File: src/rtl/pp_dma_pkg.sv
package pp_dma_pkg;
    localparam int REG_W      = 32;
    localparam int STS_W      = 8;
    localparam int BEAT_BYTES = 4;

    // status bit positions
    localparam int B_RUN  = 0;
    localparam int B_IE   = 1;
    localparam int B_ERR  = 2;
    localparam int B_DNA  = 3;
    localparam int B_STA  = 4;
    localparam int B_DNB  = 5;
    localparam int B_STB  = 6;
    localparam int B_BIU  = 7;

    localparam logic [STS_W-1:0] SW_MASK = 8'h7F;

    // register word indices
    localparam logic [2:0] IDX_CFG  = 3'd0;
    localparam logic [2:0] IDX_SET  = 3'd1;
    localparam logic [2:0] IDX_CLR  = 3'd2;
    localparam logic [2:0] IDX_STS  = 3'd3;
    localparam logic [2:0] IDX_DESC = 3'd4;

    typedef enum logic [1:0] {
        ST_IDLE = 2'd0,
        ST_XFER = 2'd1,
        ST_HALT = 2'd2
    } chan_state_e;

    function automatic int unsigned start_pos(logic b);
        return b ? B_STB : B_STA;
    endfunction

    function automatic int unsigned done_pos(logic b);
        return b ? B_DNB : B_DNA;
    endfunction
endpackage

File: src/rtl/pp_dma_desc.sv
module pp_dma_desc #(
    parameter int AW = 32,
    parameter int CW = 16
) (
    input  logic          clk,
    input  logic          rst_n,
    input  logic          addr_we,
    input  logic [AW-1:0] addr_wdata,
    input  logic          cnt_we,
    input  logic [CW-1:0] cnt_wdata,
    input  logic          step,
    output logic [AW-1:0] addr_o,
    output logic [CW-1:0] cnt_o
);
    import pp_dma_pkg::*;

    localparam logic [AW-1:0] ADDR_INC = AW'(BEAT_BYTES);

    always_ff @(posedge clk) begin
        if (!rst_n) begin
            addr_o <= '0;
            cnt_o  <= '0;
        end else begin
            // a software write wins over engine progress
            if (addr_we)   addr_o <= addr_wdata;
            else if (step) addr_o <= addr_o + ADDR_INC;
            if (cnt_we)    cnt_o  <= cnt_wdata;
            else if (step) cnt_o  <= cnt_o - CW'(1);
        end
    end
endmodule

File: src/rtl/pp_dma_ctrl.sv
module pp_dma_ctrl #(
    parameter int CW = 16
) (
    input  logic                         clk,
    input  logic                         rst_n,
    input  logic [pp_dma_pkg::STS_W-1:0] set_mask,
    input  logic [pp_dma_pkg::STS_W-1:0] clr_mask,
    input  logic [CW-1:0]                cnt_a,
    input  logic [CW-1:0]                cnt_b,
    input  logic                         mem_ack_i,
    input  logic                         mem_err_i,
    output logic [pp_dma_pkg::STS_W-1:0] status_o,
    output logic                         cur_o,
    output logic                         mem_req_o,
    output logic [1:0]                   step_o,
    output logic                         irq_o
);
    import pp_dma_pkg::*;

    chan_state_e        state_q, state_d;
    logic [STS_W-1:0]   sts_q, sts_d, sts_sw;
    logic               cur;
    logic [CW-1:0]      cur_cnt;
    logic               fin;

    assign cur     = sts_q[B_BIU];
    assign cur_cnt = cur ? cnt_b : cnt_a;
    assign sts_sw  = (sts_q | (set_mask & SW_MASK)) & ~(clr_mask & SW_MASK);

    // state and status register
    always_ff @(posedge clk) begin
        if (!rst_n) begin
            state_q <= ST_IDLE;
            sts_q   <= '0;
        end else begin
            state_q <= state_d;
            sts_q   <= sts_d;
        end
    end

    // next state; hardware events are applied after software writes
    always_comb begin
        sts_d   = sts_sw;
        state_d = state_q;
        fin     = 1'b0;
        unique case (state_q)
            ST_IDLE: begin
                if (sts_q[B_ERR]) begin
                    state_d = ST_HALT;
                end else if (sts_q[B_RUN]) begin
                    if (sts_q[start_pos(cur)]) begin
                        state_d = ST_XFER;
                    end else if (sts_q[start_pos(!cur)]) begin
                        sts_d[B_BIU] = !cur;
                        state_d      = ST_XFER;
                    end
                end
            end
            ST_XFER: begin
                if (cur_cnt == '0) begin
                    fin = 1'b1;
                end else if (mem_ack_i) begin
                    if (mem_err_i) begin
                        sts_d[B_ERR] = 1'b1;
                        state_d      = ST_HALT;
                    end else if (cur_cnt == CW'(1)) begin
                        fin = 1'b1;
                    end else if (!sts_sw[B_RUN] || sts_sw[B_ERR]) begin
                        state_d = ST_IDLE;
                    end
                end
                if (fin) begin
                    sts_d[start_pos(cur)] = 1'b0;
                    sts_d[done_pos(cur)]  = 1'b1;
                    sts_d[B_BIU]          = !cur;
                    if (sts_sw[B_RUN] && !sts_sw[B_ERR] && sts_sw[start_pos(!cur)])
                        state_d = ST_XFER;
                    else
                        state_d = ST_IDLE;
                end
            end
            ST_HALT: begin
                if (!sts_q[B_ERR]) state_d = ST_IDLE;
            end
        endcase
    end

    // outputs
    always_comb begin
        mem_req_o = (state_q == ST_XFER) && (cur_cnt != '0);
        step_o[0] = mem_req_o && mem_ack_i && !mem_err_i && !cur;
        step_o[1] = mem_req_o && mem_ack_i && !mem_err_i && cur;
        irq_o     = sts_q[B_IE] && (sts_q[B_DNA] || sts_q[B_DNB] || sts_q[B_ERR]);
        status_o  = sts_q;
        cur_o     = cur;
    end
endmodule

File: src/rtl/pp_dma_chan.sv
module pp_dma_chan #(
    parameter int AW = 32,
    parameter int CW = 16
) (
    input  logic          clk,
    input  logic          rst_n,
    input  logic          reg_we,
    input  logic [2:0]    reg_idx,
    input  logic [31:0]   reg_wdata,
    output logic [31:0]   reg_rdata,
    output logic          mem_req,
    output logic [AW-1:0] mem_addr,
    output logic          mem_wr,
    input  logic          mem_ack,
    input  logic          mem_err,
    output logic          irq
);
    import pp_dma_pkg::*;

    localparam int NBUF = 2;

    logic [REG_W-1:0] cfg_q;
    logic [STS_W-1:0] status_w, set_w, clr_w;
    logic [AW-1:0]    d_addr [NBUF];
    logic [CW-1:0]    d_cnt  [NBUF];
    logic [1:0]       step_w;
    logic             cur_w;

    always_ff @(posedge clk) begin
        if (!rst_n)                             cfg_q <= '0;
        else if (reg_we && reg_idx == IDX_CFG)  cfg_q <= reg_wdata;
    end

    assign set_w  = (reg_we && reg_idx == IDX_SET) ? reg_wdata[STS_W-1:0] : '0;
    assign clr_w  = (reg_we && reg_idx == IDX_CLR) ? reg_wdata[STS_W-1:0] : '0;
    assign mem_wr = cfg_q[0];

    for (genvar g = 0; g < NBUF; g++) begin : g_desc
        localparam logic [2:0] A_IDX = IDX_DESC + 3'(2 * g);
        localparam logic [2:0] C_IDX = IDX_DESC + 3'(2 * g + 1);
        pp_dma_desc #(.AW(AW), .CW(CW)) u_desc (
            .clk        (clk),
            .rst_n      (rst_n),
            .addr_we    (reg_we && reg_idx == A_IDX),
            .addr_wdata (reg_wdata[AW-1:0]),
            .cnt_we     (reg_we && reg_idx == C_IDX),
            .cnt_wdata  (reg_wdata[CW-1:0]),
            .step       (step_w[g]),
            .addr_o     (d_addr[g]),
            .cnt_o      (d_cnt[g])
        );
    end

    pp_dma_ctrl #(.CW(CW)) u_ctrl (
        .clk       (clk),
        .rst_n     (rst_n),
        .set_mask  (set_w),
        .clr_mask  (clr_w),
        .cnt_a     (d_cnt[0]),
        .cnt_b     (d_cnt[1]),
        .mem_ack_i (mem_ack),
        .mem_err_i (mem_err),
        .status_o  (status_w),
        .cur_o     (cur_w),
        .mem_req_o (mem_req),
        .step_o    (step_w),
        .irq_o     (irq)
    );

    assign mem_addr = cur_w ? d_addr[1] : d_addr[0];

    always_comb begin
        unique case (reg_idx)
            3'd0:             reg_rdata = cfg_q;
            3'd1, 3'd2, 3'd3: reg_rdata = REG_W'(status_w);
            3'd4:             reg_rdata = REG_W'(d_addr[0]);
            3'd5:             reg_rdata = REG_W'(d_cnt[0]);
            3'd6:             reg_rdata = REG_W'(d_addr[1]);
            3'd7:             reg_rdata = REG_W'(d_cnt[1]);
        endcase
    end
endmodule

File: config.mk
export PLATFORM = sky130hd
export DESIGN_NAME = pp_dma_chan
export DESIGN_NICKNAME = d
export VERILOG_FILES = /design/src/rtl/pp_dma_pkg.sv /design/src/rtl/pp_dma_desc.sv /design/src/rtl/pp_dma_ctrl.sv /design/src/rtl/pp_dma_chan.sv
export SDC_FILE = /design/constraint.sdc
export NUM_CORES = 1
export LEC_CHECK = 0
export CORE_MARGIN = 2
export CORE_UTILIZATION = 37
export CTS_CLUSTER_DIAMETER = 200
export DETAILED_ROUTE_END_ITERATION = 16
export GPL_TIMING_DRIVEN = 0
export PLACE_DENSITY = 0.6
export SYNTH_ARGS = -nofsm -noshare
export SYNTH_HDL_FRONTEND = slang
export SYNTH_HIERARCHICAL = 1
export SYNTH_SLANG_ARGS = --single-unit
File: constraint.sdc
create_clock -name clk -period 8.48 [get_ports clk]
set_clock_uncertainty 0.2 [all_clocks]
set_input_delay 1.272 -clock clk [delete_from_list [all_inputs] [get_ports clk]]
set_output_delay 1.272 -clock clk [all_outputs]
set_load 0.01 [all_outputs]
### After elaboration in Yosys (flattened, before gate mapping)

Index checks and enable logic that the tools add are counted.

* register bits: 138
* bits of input ports: 40
* output and inout port bits: 67
* word-level logic and storage cells: 128

* $add $sub $neg: 4
* order comparisons: 5
* eq/ne operators: 17
* multiplexer cells: 55
* bitwise operators: 6
* reductions and logical operators: 34

Operators with widths (number)
* $pmux 32 s6: 1
* $mux 32: 5
* $lt 32x4->1 const B: 3
* $mux 16: 5
* $add 32x3->32 const B: 2
* $ge 32x1->1 const B: 2
* $sub 16x1->16 const B: 2
* $mux 2: 13
* $mux 7: 3
* $mux 1: 19
* $logic_and 1x1->1: 17
* $eq 16x1->1 const B: 1
* $logic_not 16->1: 1
* $reduce_bool 16->1: 1
* $eq 3x3->1 const B: 4
* $bmux 1 s3: 3
* $and 8x8->8: 1
* $mux 8: 1
* $not 7->8: 1
* $or 8x7->8: 1
* $reduce_bool 2->1: 4
* $and 7x7->7: 1
* $not 7->7: 1
* $or 7x7->7: 1
* 21 further kinds: 28

### Longest topological paths before layout

* word-level depth: 14
* gate-level depth with buffers: 14
* mapped depth without buffers: 11

### Hierarchy

Netlist, hierarchy kept.

Modules (own cells, without submodules)
* pp_dma_desc: times used 2, cells each 330, area an instance 2698.8 µm², seq. area each 960.9 µm²
* pp_dma_chan: times used 1, cells each 383, area an instance 2960.3 µm², seq. area each 640.6 µm²
* pp_dma_ctrl: times used 1, cells each 90, area an instance 728.2 µm², seq. area each 200.2 µm²

### Least setup slack after synthesis

No wires, ideal clock.

* path type: input to output
* from: in reg_idx[1]
* to: out reg_rdata[10]
* arrival: 2.361 ns
* data required time: 7.008 ns
* setup slack: 4.647 ns
* cell stages on the path: 6
* buffers on the path: 3
* path through: buf_2 clkbuf_1 buf_2 mux4_2 nand2_1 o21ai_0

* longest elaborated chain between the ends: 3
* elaborated cells between the ends (all ways): 10
* classes of those cells: 7 x eq/ne; 1 x mux; 2 x reduce/logical

Ends and longest elaborated chain
* start: declaration: line pp_dma_chan.sv:8 `input logic [2:0] reg_idx,`
* $eq 3x1->1 / $eq 3x2->1 (equally long branches): line pp_dma_chan.sv:73 `unique case (reg_idx)`
* $reduce_or 3->1: line pp_dma_chan.sv:73
* $pmux 32 s6 *: line pp_dma_chan.sv:73
* end: declaration: line pp_dma_chan.sv:10 `output logic [31:0] reg_rdata,`

Every way passes the cells marked *; elsewhere a longest branch is shown, timed or not.

### Worst setup path in the final report

* from: in reg_idx[0]
* to: out reg_rdata[0]

Same word-level chain as after synthesis.

==> run summary <==
CTS clk-pin slew, worst paths - 0.06 ns
Met3 GRT Util - 4.73%
Rel. slew slack - 32.6%
GRT Total Usage - 27.2%
Leak pwr - 0.00384 uW
Pre-CTS setup slack - 3.10 ns
Vias per inst - 6.06
Placed cell count - 1560
CTS Buffer Depth - 2
CP peak stage delay - 0.60 ns
Worst Slack Setup Final - 3.04 ns
Final setup fails - 0
RSZ-0062 raised after global routing - false
Mapped Avg Cell Area - 8.02 sq um
TritonCTS Buffers - 17
Initial antenna violation count - 0
Most common cell after layout, fill and taps aside - dfxtp_1
Clk sinks - 138
CP max FO - 10
IO Count - 107
CP top delay family - buffers and inverters
First-pass iteration count of the detailed router - 6
GPL Wtd Cong - 0.938
Power Density - 182 nW/um^2
Buffers on Ports - 105
CTS tree - yes
ANT nets after route - 0
Starting DRT DRC Count - 857
Stages on the worst setup path - 7
CP arrival - 3.97 ns
WP buf/inv - 4
Fin nets - 1302
Worst setup path endpoint - reg_rdata[0]
Setup TNS Final - 0 ns
Worst Tran Pin Value - 1.01 ns
PostCTS Resize Cnt - 0
Hold buffers post-CTS - 0
R2r setup slk - 4.44 ns
Initial Util - 37.5%
Core area - 24200 sq um
M2 GR Usage - 42.7%
Max Fclk - 184 MHz
WL final - 35600 microns
Maximum number of pins on one net before global-route repair - 19
CP max-delay cell - clkdlybuf4s50_1
Status - finished clean
Worst Setup End Kind - output pin
Reg2Reg Depth - 11
Syn_nets - 1178
Mapped Cells - 1131
CP Cell Sequence - clkdlybuf4s50_1 -> buf_2 -> or3_1 -> clkbuf_1 -> nor2_1 -> a31oi_1 -> clkdlybuf4s50_1
Fraction of final layout cells sized beyond drive strength 1 - 11.1%
Pins Over Slew Limit - 0
GRT met1 Usage - 37.1%
Post-CTS Setup Repair Bufs - 0
Fin cells - 1592
Cell Rows - 57
Number of global-route vias before repair - 8953
CP Launch Type - input port
Hpwl dp - 25900 microns
Cell area after synthesis - 9070 sq um
Peak supply drop - 0.116 mV
Reg-to-Reg End - g_desc[0].u_desc/cnt_o[11]
Clock Tree Root - clkbuf_16
Area Overhead vs Synth - 22.7%
First-pass GRT wire length - 53600 microns
Crit path kind - input port to output pin
Most frequent CP cell - clkdlybuf4s50_1
WL per Instance - 22.3 microns
Hold Path Stages - 2
Die span in x - 161 microns
Skew-Pair Late Insertion Delay - 0.44 ns
GRT Max-Usage Layer - met2
Placement Cell Area - 10500 sq um
Tcrit/Tclk final - 64.2%
# DRC - 0
Min cycle time layout - 5.44 ns
Yosys warns - 6
Worst r2r src - u_ctrl/status_o[7]
Cell area after layout - 11100 sq um
# diodes - 0
Critical Path RT - 7.01 ns
Die Footprint - 25800 sq um
Overflow after GRT - 0
Hold Crit Class - flop to flop
Most frequent cells in the layout - dfxtp_1 (138), nand2_1 (114), clkdlybuf4s50_1 (105), nor2_1 (101), o21ai_0 (81)
Final hold violation count - 0
H-tree levels - 4
Vias - 9653
Die Y - 161 microns
CP startpoint - reg_idx[0]
Maxcap violations - 0
worst min-delay path, stage by stage, from the launching register on:
cell and delay (ns):
dfxtp_1 0.31, nand2_1 0.05, a21boi_1 0.05
cell type report:
class	count	area (sq um)
Clock buffer	21	460
Multi-Input combinational cell	888	5830
Sequential cell	138	2760
Tap cell	324	405
Fill cell	2430	13000
Inverter	25	93.8
Clock inverter	11	144
Buffer	80	383
Timing Repair Buffer	105	1050
sequential cells by signal (all words and copies together), names as in the netlist:
register and cells:
u_ctrl/status_o 8, u_ctrl/state_q 2, g_desc.u_desc/addr_o 64, g_desc.u_desc/cnt_o 32, cfg_q 32
how the worst min path moves through the flow:
stage          startpoint   endpoint  slack, ns
2_1_floorplan   cfg_q[10]  cfg_q[10]       0.23
6_report        cfg_q[30]  cfg_q[30]       0.26
3_5_place_dp    cfg_q[26]  cfg_q[26]       0.25
4_1_cts         cfg_q[26]  cfg_q[26]       0.26
3_3_place_gp    cfg_q[18]  cfg_q[18]       0.24
5_1_grt         cfg_q[21]  cfg_q[21]       0.27
through the flow:
| stage | hold WS, ns | utilization [%] | power, uW |
|---|---|---|---|
| 5_1_grt | 0.274 | 46.1 | 2100 |
| 3_5_place_dp | 0.248 | 43.6 | 1240 |
| 4_1_cts | 0.257 | 46.1 | 2020 |
| 6_report | 0.255 | 46.1 | 2020 |
| 3_3_place_gp | 0.241 | 43.6 | 1240 |
| 2_1_floorplan | 0.230 | - | 1050 |
per-layer routing:
metal,wire [microns],part of all wire [%]
met2,15900,45
met4,1270,3.6
met3,2760,7.8
met1,15700,44
met5,0,0
report_power, final:
group	total, uW	switching, uW	internal, uW	leakage [uW]
Combinational	494	270	224	0.00243
Sequential	741	56.8	684	0.00112
Clock	787	310	477	0.000285
Total	2020	636	1390	0.00384
Power figures use the tool's default switching activity.
